[config.mk]
export PLATFORM = sky130hd
export DESIGN_NAME = merge_wbuf
export DESIGN_NICKNAME = d
export VERILOG_FILES = /design/src/rtl/wbuf_pkg.sv /design/src/rtl/wbuf_addr_match.sv /design/src/rtl/wbuf_read_view.sv /design/src/rtl/merge_wbuf.sv
export SDC_FILE = /design/constraint.sdc
export NUM_CORES = 1
export LEC_CHECK = 0
export BUFFER_PORTS_ARGS = -buffer_cell sky130_fd_sc_hd__buf_2
export CORE_MARGIN = 3
export CORE_UTILIZATION = 35
export DETAILED_ROUTE_END_ITERATION = 8
export PLACE_DENSITY = 0.52
export SLEW_MARGIN = 25
export SYNTH_ARGS = -nofsm -noshare
export SYNTH_HDL_FRONTEND = slang
export SYNTH_SLANG_ARGS = --single-unit
[constraint.sdc]
create_clock -name clk_i -period 5.6 [get_ports clk_i]
set_input_delay 0.28 -clock clk_i [delete_from_list [all_inputs] [get_ports clk_i]]
set_output_delay 0.28 -clock clk_i [all_outputs]
set_load 0.005 [all_outputs]
[src/rtl/wbuf_pkg.sv]
package wbuf_pkg;
  typedef enum logic {
    MEM_OP_RD = 1'b0,
    MEM_OP_WR = 1'b1
  } mem_op_e;
endpackage

[src/rtl/wbuf_addr_match.sv]
module wbuf_addr_match #(
  parameter int DEPTH = 4,
  parameter int AW    = 8
) (
  input  logic [AW-1:0]             addr_i,
  input  logic [DEPTH-1:0][AW-1:0]  tag_i,
  input  logic [DEPTH-1:0]          occ_i,
  output logic [DEPTH-1:0]          hit_o
);
  for (genvar i = 0; i < DEPTH; i++) begin : g_cmp
    assign hit_o[i] = occ_i[i] && (tag_i[i] == addr_i);
  end
endmodule

[src/rtl/wbuf_read_view.sv]
module wbuf_read_view #(
  parameter int DEPTH = 4,
  parameter int WORDS = 4,
  parameter int DW    = 8,
  localparam int PW   = $clog2(DEPTH),
  localparam int BW   = WORDS * DW
) (
  input  logic [PW-1:0]               head_i,
  input  logic [DEPTH-1:0]            hit_i,
  input  logic [DEPTH-1:0][BW-1:0]    data_i,
  input  logic [DEPTH-1:0][WORDS-1:0] mask_i,
  output logic [BW-1:0]               data_o,
  output logic [WORDS-1:0]            mask_o
);
  logic [PW-1:0] idx;

  // walk oldest to youngest so younger words override
  always_comb begin
    data_o = '0;
    mask_o = '0;
    idx    = '0;
    for (int k = 0; k < DEPTH; k++) begin
      idx = head_i + PW'(k);
      if (hit_i[idx]) begin
        mask_o = mask_o | mask_i[idx];
        for (int w = 0; w < WORDS; w++) begin
          if (mask_i[idx][w]) data_o[w*DW +: DW] = data_i[idx][w*DW +: DW];
        end
      end
    end
  end
endmodule

[src/rtl/merge_wbuf.sv]
module merge_wbuf
  import wbuf_pkg::*;
#(
  parameter int DEPTH = 4,
  parameter int AW    = 8,
  parameter int WORDS = 4,
  parameter int DW    = 8
) (
  input  logic                  clk_i,
  input  logic                  rst_ni,
  input  logic                  wr_valid_i,
  input  logic [AW-1:0]         wr_addr_i,
  input  logic [WORDS-1:0]      wr_mask_i,
  input  logic [WORDS*DW-1:0]   wr_data_i,
  output logic                  wr_stall_o,
  input  logic                  rd_req_i,
  input  logic [AW-1:0]         rd_addr_i,
  output logic                  rd_match_o,
  output logic [WORDS-1:0]      rd_mask_o,
  output logic [WORDS*DW-1:0]   rd_data_o,
  output logic                  rd_gnt_o,
  output logic                  mem_req_o,
  output logic                  mem_we_o,
  output logic [AW-1:0]         mem_addr_o,
  output logic [WORDS-1:0]      mem_mask_o,
  output logic [WORDS*DW-1:0]   mem_data_o,
  input  logic                  mem_gnt_i
);
  localparam int PW = $clog2(DEPTH);
  localparam int CW = $clog2(DEPTH + 1);
  localparam int BW = WORDS * DW;

  logic [DEPTH-1:0][AW-1:0]    addr_q;
  logic [DEPTH-1:0][BW-1:0]    data_q;
  logic [DEPTH-1:0][WORDS-1:0] mask_q;
  logic [PW-1:0]               head_q;
  logic [CW-1:0]               count_q;
  logic                        lock_q;

  logic [DEPTH-1:0] occ, wr_hit, rd_hit, merge_ok, head_oh;
  logic [PW-1:0]    merge_idx, tail;
  logic             empty, full, merge_any, push, merge, pop;
  logic             rd_bypass, wr_present, drain_busy;
  mem_op_e          op;

  for (genvar i = 0; i < DEPTH; i++) begin : g_occ
    logic [PW-1:0] age;
    assign age    = PW'(i) - head_q;
    assign occ[i] = CW'(age) < count_q;
  end

  wbuf_addr_match #(.DEPTH(DEPTH), .AW(AW)) u_wr_match (
    .addr_i(wr_addr_i), .tag_i(addr_q), .occ_i(occ), .hit_o(wr_hit)
  );

  wbuf_addr_match #(.DEPTH(DEPTH), .AW(AW)) u_rd_match (
    .addr_i(rd_addr_i), .tag_i(addr_q), .occ_i(occ), .hit_o(rd_hit)
  );

  wbuf_read_view #(.DEPTH(DEPTH), .WORDS(WORDS), .DW(DW)) u_view (
    .head_i(head_q), .hit_i(rd_hit), .data_i(data_q), .mask_i(mask_q),
    .data_o(rd_data_o), .mask_o(rd_mask_o)
  );

  assign empty      = (count_q == '0);
  assign full       = (count_q == CW'(DEPTH));
  assign rd_match_o = rd_req_i && (|rd_hit);
  assign rd_bypass  = rd_req_i && !(|rd_hit);
  assign wr_present = !empty && !rd_bypass;
  // head is frozen from its first presentation until granted
  assign drain_busy = lock_q || wr_present;
  assign head_oh    = DEPTH'(1) << head_q;
  assign merge_ok   = wr_hit & ~(drain_busy ? head_oh : '0);
  assign merge_any  = |merge_ok;

  always_comb begin
    merge_idx = '0;
    for (int i = DEPTH - 1; i >= 0; i--) begin
      if (merge_ok[i]) merge_idx = PW'(i);
    end
  end

  assign wr_stall_o = full && !merge_any;
  assign merge      = wr_valid_i && merge_any;
  assign push       = wr_valid_i && !merge_any && !full;
  assign tail       = head_q + PW'(count_q);

  assign op         = rd_bypass ? MEM_OP_RD : MEM_OP_WR;
  assign mem_req_o  = rd_bypass || !empty;
  assign mem_we_o   = (op == MEM_OP_WR);
  assign mem_addr_o = rd_bypass ? rd_addr_i : addr_q[head_q];
  assign mem_mask_o = rd_bypass ? '0 : mask_q[head_q];
  assign mem_data_o = rd_bypass ? '0 : data_q[head_q];
  assign rd_gnt_o   = rd_bypass && mem_gnt_i;
  assign pop        = wr_present && mem_gnt_i;

  always_ff @(posedge clk_i or negedge rst_ni) begin
    if (!rst_ni) begin
      addr_q  <= '0;
      data_q  <= '0;
      mask_q  <= '0;
      head_q  <= '0;
      count_q <= '0;
      lock_q  <= 1'b0;
    end else begin
      if (push) begin
        addr_q[tail] <= wr_addr_i;
        mask_q[tail] <= wr_mask_i;
        data_q[tail] <= wr_data_i;
      end
      if (merge) begin
        mask_q[merge_idx] <= mask_q[merge_idx] | wr_mask_i;
        for (int w = 0; w < WORDS; w++) begin
          if (wr_mask_i[w]) data_q[merge_idx][w*DW +: DW] <= wr_data_i[w*DW +: DW];
        end
      end
      if (pop) head_q <= head_q + PW'(1);
      count_q <= count_q + CW'(push) - CW'(pop);
      lock_q  <= pop ? 1'b0 : (lock_q || wr_present);
    end
  end
endmodule

* After elaboration in Yosys (flattened, before gate mapping)
Index checks and enable logic that the tools add are counted.
** Cells by class
- Multiplexer cells :: 97
- Bitwise gates (word level) :: 6
- Reduce and logical (&&, ||, !) cells :: 29
- Divide/modulo/power cells :: 0
- Shifts and indexed selects :: 1
- Eq/ne operators :: 9
- $mul :: 0
- $add $sub $neg :: 10
- Magnitude comparators :: 12
** Operators with widths (number)
- $mux 128 :: 9
- $bwmux 128 :: 5
- $mux 32 :: 11
- $demux 32 s2 :: 5
- $bmux 32 s2 :: 4
- $mux 8 :: 20
- $eq 8x8->1 :: 8
- $mux 4 :: 13
- $mux 16 :: 3
- $bmux 4 s2 :: 5
- $bwmux 16 :: 2
- $bwmux 32 :: 1
- $mux 24 :: 1
- $logic_and 1x1->1 :: 19
- $lt 2x3->1 const B :: 6
- $bmux 8 s2 :: 1
- $demux 4 s2 :: 2
- $demux 8 s2 :: 1
- $or 4x4->4 :: 4
- $lt 2x3->1 :: 4
- $bmux 1 s2 :: 4
- $mux 2 :: 4
- $reduce_or 4->1 :: 2
- $mux 1 :: 6
- other kinds (15) :: 24
** Word-level totals
- Output and inout port bits :: 85
- Memories :: 0
- Bits in registers :: 182
- Memory bits (writable) :: 0
- ROM bits :: 0
- Word-level logic and storage cells :: 179
- Bits in latches :: 0

* Depth between registers and ports, before layout
- Word-level depth :: 32
- Gate-level depth with buffers :: 18
- Depth with buffers taken out :: 18

* By module
A second synthesis with hierarchy kept.
** Unflattened totals
- Cells, all modules :: 1150
- Area total of the unflattened synthesis :: 15163.3 um^2
** Modules (own cells, without submodules)
- merge_wbuf :: area an instance 9059.9 um^2, cells an instance 628, times used 1, sequential area each 4554.4 um^2
- wbuf_read_view :: area an instance 5162.5 um^2, cells an instance 410, times used 1, sequential area each 0.0 um^2
- wbuf_addr_match :: area an instance 470.5 um^2, cells an instance 56, times used 2, sequential area each 0.0 um^2

* Worst setup path after synthesis
Ideal clock, no wire load.
- Path type :: reg-to-reg
- Start :: register head_q[0]
- End :: register count_q[2]
- Arrival :: 3.900 ns
- Required time :: 5.470 ns
- Buffers on the path :: 2
- Stages on the path, launching flop included :: 19
- Path slack :: 1.570 ns
- Path through :: dfrtp_1 inv_1 ha_1 inv_2 ha_1 nor2b_1 o21bai_1 nand3_1 and4_4 inv_2 clkbuf_1 and3_1 clkbuf_1 ha_1 inv_1 ha_1 fa_1 xor2_1 xnor2_1
** On the way
- Elaborated cells between the ends (all ways) :: 33
- Those cells by class :: add/sub (6); order compare (4); shift (1); mux (1); bitwise (2); reduce/logical (19)
** RTL lines
- from (decl) :: RTL line merge_wbuf.sv:36 : logic [PW-1:0] head_q;
- from (signal assigned) :: RTL line merge_wbuf.sv:117 : if (pop) head_q <= head_q + PW'(1);
- $sub 1x2->2 :: RTL line merge_wbuf.sv:48 : assign age = PW'(i) - head_q;
- via g_occ[1].age[0] :: RTL line merge_wbuf.sv:47 : logic [PW-1:0] age;
- $lt 2x3->1 :: RTL line merge_wbuf.sv:49 : assign occ[i] = CW'(age) < count_q;
- $logic_and 1x1->1 :: RTL line wbuf_addr_match.sv:11 : assign hit_o[i] = occ_i[i] && (tag_i[i] == addr_i);
- $reduce_or 4->1 :: RTL line merge_wbuf.sv:68 : assign rd_bypass = rd_req_i && !(|rd_hit);
- $logic_not 1->1 :: RTL line merge_wbuf.sv:68
- $logic_and 1x1->1 :: RTL line merge_wbuf.sv:68
- $logic_not 1->1 :: RTL line merge_wbuf.sv:69 : assign wr_present = !empty && !rd_bypass;
- $logic_and 1x1->1 :: RTL line merge_wbuf.sv:69
- $logic_and 1x1->1 :: RTL line merge_wbuf.sv:95 : assign pop = wr_present && mem_gnt_i;
- via pop :: RTL line merge_wbuf.sv:42 : logic empty, full, merge_any, push, merge, pop;
- $sub 3x1->3 :: RTL line merge_wbuf.sv:118 : count_q <= count_q + CW'(push) - CW'(pop);
- to (signal assigned) :: RTL line merge_wbuf.sv:118
- to (decl) :: RTL line merge_wbuf.sv:37 : logic [CW-1:0] count_q;
The timed path passes the listed nets, and every way through them passes these cells.
A chain may end at the register's enable or synchronous reset.

* Worst setup path after layout
- Start :: register head_q[0]
- End :: output port rd_data_o[25]
** On the way
- Longest elaborated chain between the ends :: 12
- Elaborated cells between the ends (all ways) :: 47
- Those cells by class :: add/sub (7); order compare (4); mux (32); reduce/logical (4)
** RTL lines
- $sub 1x2->2 or $sub 2x2->2 (tied branches) :: RTL line merge_wbuf.sv:48
- $lt 2x3->1 :: RTL line merge_wbuf.sv:49
- $logic_and 1x1->1 :: RTL line wbuf_addr_match.sv:11
- $bmux 1 s2 :: RTL line wbuf_read_view.sv:24 : if (hit_i[idx]) begin
- $mux 1 (implied by the code) :: RTL line wbuf_read_view.sv:24
- $mux 32 :: RTL line wbuf_read_view.sv:24
- $mux 8 :: RTL line wbuf_read_view.sv:27 : if (mask_i[idx][w]) data_o[w*DW +: DW] = data_i[idx][w*DW +: DW];
- $mux 32 :: RTL line wbuf_read_view.sv:24
- $mux 8 :: RTL line wbuf_read_view.sv:27
- $mux 32 :: RTL line wbuf_read_view.sv:24
- $mux 8 :: RTL line wbuf_read_view.sv:27
- $mux 32 * :: RTL line wbuf_read_view.sv:24
- to (decl) :: RTL line merge_wbuf.sv:20 : output logic [WORDS*DW-1:0] rd_data_o,
Every way passes the cells marked *; elsewhere a longest branch is shown, timed or not. The select of a mux whose other input is x is not followed.

==> results.md <==
* Routability cong. at around 0.86
* Post-synthesis cell count at 1121
* Clk buf depth at 2
* Max cap viols at 0
* Final setup viols at 0
* Worst-Margin Slew at 0.956 ns
* H-tree Lvls at 4
* Slack of the worst reg-to-reg path at 0.75 ns
* Slew margin rel. at between 30 and 40%
* Routed len/inst at 23.1 um
* Area delta synth->final at 13.0%
* Setup crit start: head_q[0]
* Critical hold path startpoint: wr_data_i[30]
* CTS resizes at 0
* Final WL at 40.5 mm
* Hold slack at 0.0989 ns
* Die area at 42000 um2
* DRC viols at 0
* Clock Sinks at 182
* Worst Path Arrival at 4.68 ns
* Crit-path max FO at 58
* CTS tree: yes
* Share of layout cells above drive strength 1 at 43.1%
* Clock transition at path regs at 0.07 ns
* Initial antenna violation count at 3
* First-pass GRT wire length at 62.6 mm
* RR Endpoint: data_q[0]
* Mapped Area at 13800 um2
* Critical path endpoint: rd_data_o[25]
* Hold Fails Final Rpt at 0
* Total gr overflow at 0
* Vias at 10278
* Vias in the first global route at 10095
* Status: finished, final reports clean
* Latest clock arrival within the worst-skew pair at 0.45 ns
* Synth Register Bits at 182
* CTS Root Cell: clkbuf_16
* All-Layer GR Usage at 19.5%
* PwrDens at between 600 and 700 nW/um2
* Post-route antenna net violation count at 0
* Final WS setup at 0.640 ns
* Seq/Total Area, Yosys at roughly 33%
* Num ports at roughly 140
* Worst Skew at 0.0154 ns
* Worst r2r src: head_q[0]
* RSZ-0062 raised after global routing: no
* Post-route minimum period at 4.96 ns
* Starting density of the core at 35.7%
* Die W at 205 um
* Final Cycle Share at 88.6%
* CP Data Required Time at about 5.3 ns
* Post-DP Area at 15000 um2
* DRT Pass-1 Iters at 5
* Yosys warns at 0
* Core ar. at 38800 um2
* Via density at a little under 6
* Synth area leaders: dfrtp_1 33%, mux4_2 24%, mux2_2 9.4%
* Nets at 1290
* Row count at 72
* Post-synth EDFFs at 0
* TritonCTS buffer count at 17
* Setup WS pre-CTS at 0.796 ns
* Slew Limit Fails at 0
* 1st-iter DRT viols at 741
* Buffers on Ports at 141
* Synth top area share at 32.9%
* Ys async rst share at 100%
* Finished Cell Area at 15700 um2
* Critical path class: flop to output port
* Largest net degree at the start of global routing at around 70
* Syn avg cell area at 12.4 um2
* Hold Path Class: input port to flop
* Synthesized net count at 1192
* Ys flop type: dfrtp_1
* Detailed placement HPWL at 28.1 mm
* Yosys top cell by area: dfrtp_1
* R2R cell count at 14
* Crit start category: flop
* Worst VDD drop at 0.000317 V
* Critical Path End Type: output port
* Leak at 6.57 nW
* Synth unique cells at 70
* Fmax at approximately 200 MHz
* DIE HEIGHT at 205 um
* Final TNS setup at 0 ns
-- layout by cell type (no fill, tap or decap), types with 17 or more instances in the layout --
master     count
and2_1        53
nand3_1       20
mux4_2       146
clkbuf_16     17
buf_4         19
dfrtp_1      180
xor2_1        58
mux2_2       115
buf_2        141
mux2i_1       20
a21oi_1       34
o22ai_1       25
inv_1         33
nor2_1        40
mux2_4        32
nand2_1       61
-- flip-flops by register name (all words and copies together), names as in the netlist, named ones only --
register	cells
mask_q	16
data_q	128
count_q	3
head_q	2
addr_q	32
-- what timing repair did --
action | 4_1_cts | 5_1_grt
buffers inserted | 0 | 0
endpoints found under the hold margin | 47 | 0
hold buffers | 1 | 0
-- area by class of cell --
type                    instances  area [um2]
repair buffers                163         883
fillers                      3667       23200
flip-flops and latches        182        4560
clock inverters                15         206
multi-input cells             820        8790
clock buffers                  17         425
well taps                     518         648
inverters                      35         131
diodes                          2        5.00
-- synth_stat cells, drive strengths merged (2+ instances only) --
master   instances
dfrtp          182
mux2           152
mux4           147
nand2           61
xor2            58
and2            53
buf             43
a21oi           41
clkbuf          41
nor2            40
inv             35
o22ai           25
o21ai           23
nand3           22
a211oi          21
mux2i           20
nor4            20
nand4           14
ha              13
o31ai           12
and3            11
o211ai          11
xnor2           11
a2bb2oi          8
nand2b           6
nor2b            6
nor3             6
a211o            4
a31oi            3
o21bai           3
a2111oi          2
a221oi           2
nor4bb           2
o211a            2
o22a             2
o41ai            2
or3              2
-- cell families (layout without fill, tap and decap cells) --
logic type                 after synthesis  after routing  synth area share, %
and+or+nand+nor                        247            247                 9.69
buffers and inverters                  119            230                 3.79
muxes                                  319            319                 38.6
other                                    0              2                    0
xor gates and xnor gates                69             69                 4.36
AOI/OAI and AO/OA                      171            171                 9.35
DFF                                    182            182                 32.9
adders and majority gates               14             14                 1.32
-- worst max-delay path, stage by stage (launching register included) --
cell	delay [ns]
dfrtp_4	0.43
buf_6	0.56
buf_4	0.72
buf_4	0.85
mux4_2	0.60
nor2b_1	0.15
nand2b_1	0.37
a211oi_1	0.30
nor2_1	0.08
buf_2	0.13
-- power by group --
| part | leakage (nW) | switching [mW] | total [mW] | internal, mW |
|---|---|---|---|---|
| registers | 2.17 | 0.835 | 2.85 | 2.02 |
| logic | 4.10 | 2.84 | 6.43 | 3.59 |
| clock network | 0.305 | 0.607 | 1.33 | 0.724 |
-- routing by layer --
layer  share of wire [%]  track usage (%)  vias to the layer above
met1                  45             27.7                     5372
met4                 1.5             4.30                        0
met2                  48             31.5                      341
met5                   0                0                        -
met3                 5.7             3.24                       43
li1                    -                -                     4522
-- per-stage QoR --
stage / std cells / util (%) / power (mW)
after CTS: 1749 / 40.3 / 10.7
after floorplan: 1121 / - / 7.71
after global placement: 1715 / 38.6 / 9.23
final: 1752 / 40.3 / 10.6
after detailed placement: 1716 / 38.6 / 9.33
after global routing: 1751 / 40.3 / 11.4
-- worst min path at each step --
| stage | to | slack [ns] | cells past startpoint |
|---|---|---|---|
| after global routing | data_q[12] | 0.08 | 2 |
| after CTS | data_q[119] | 0.07 | 2 |
| final | data_q[30] | 0.1 | 2 |
| after global placement | data_q[83] | 0.28 | 1 |
| after detailed placement | data_q[83] | 0.28 | 1 |
| after floorplan | async pin | -0.02 | 0 |
(Power assumes the default switching activity.)
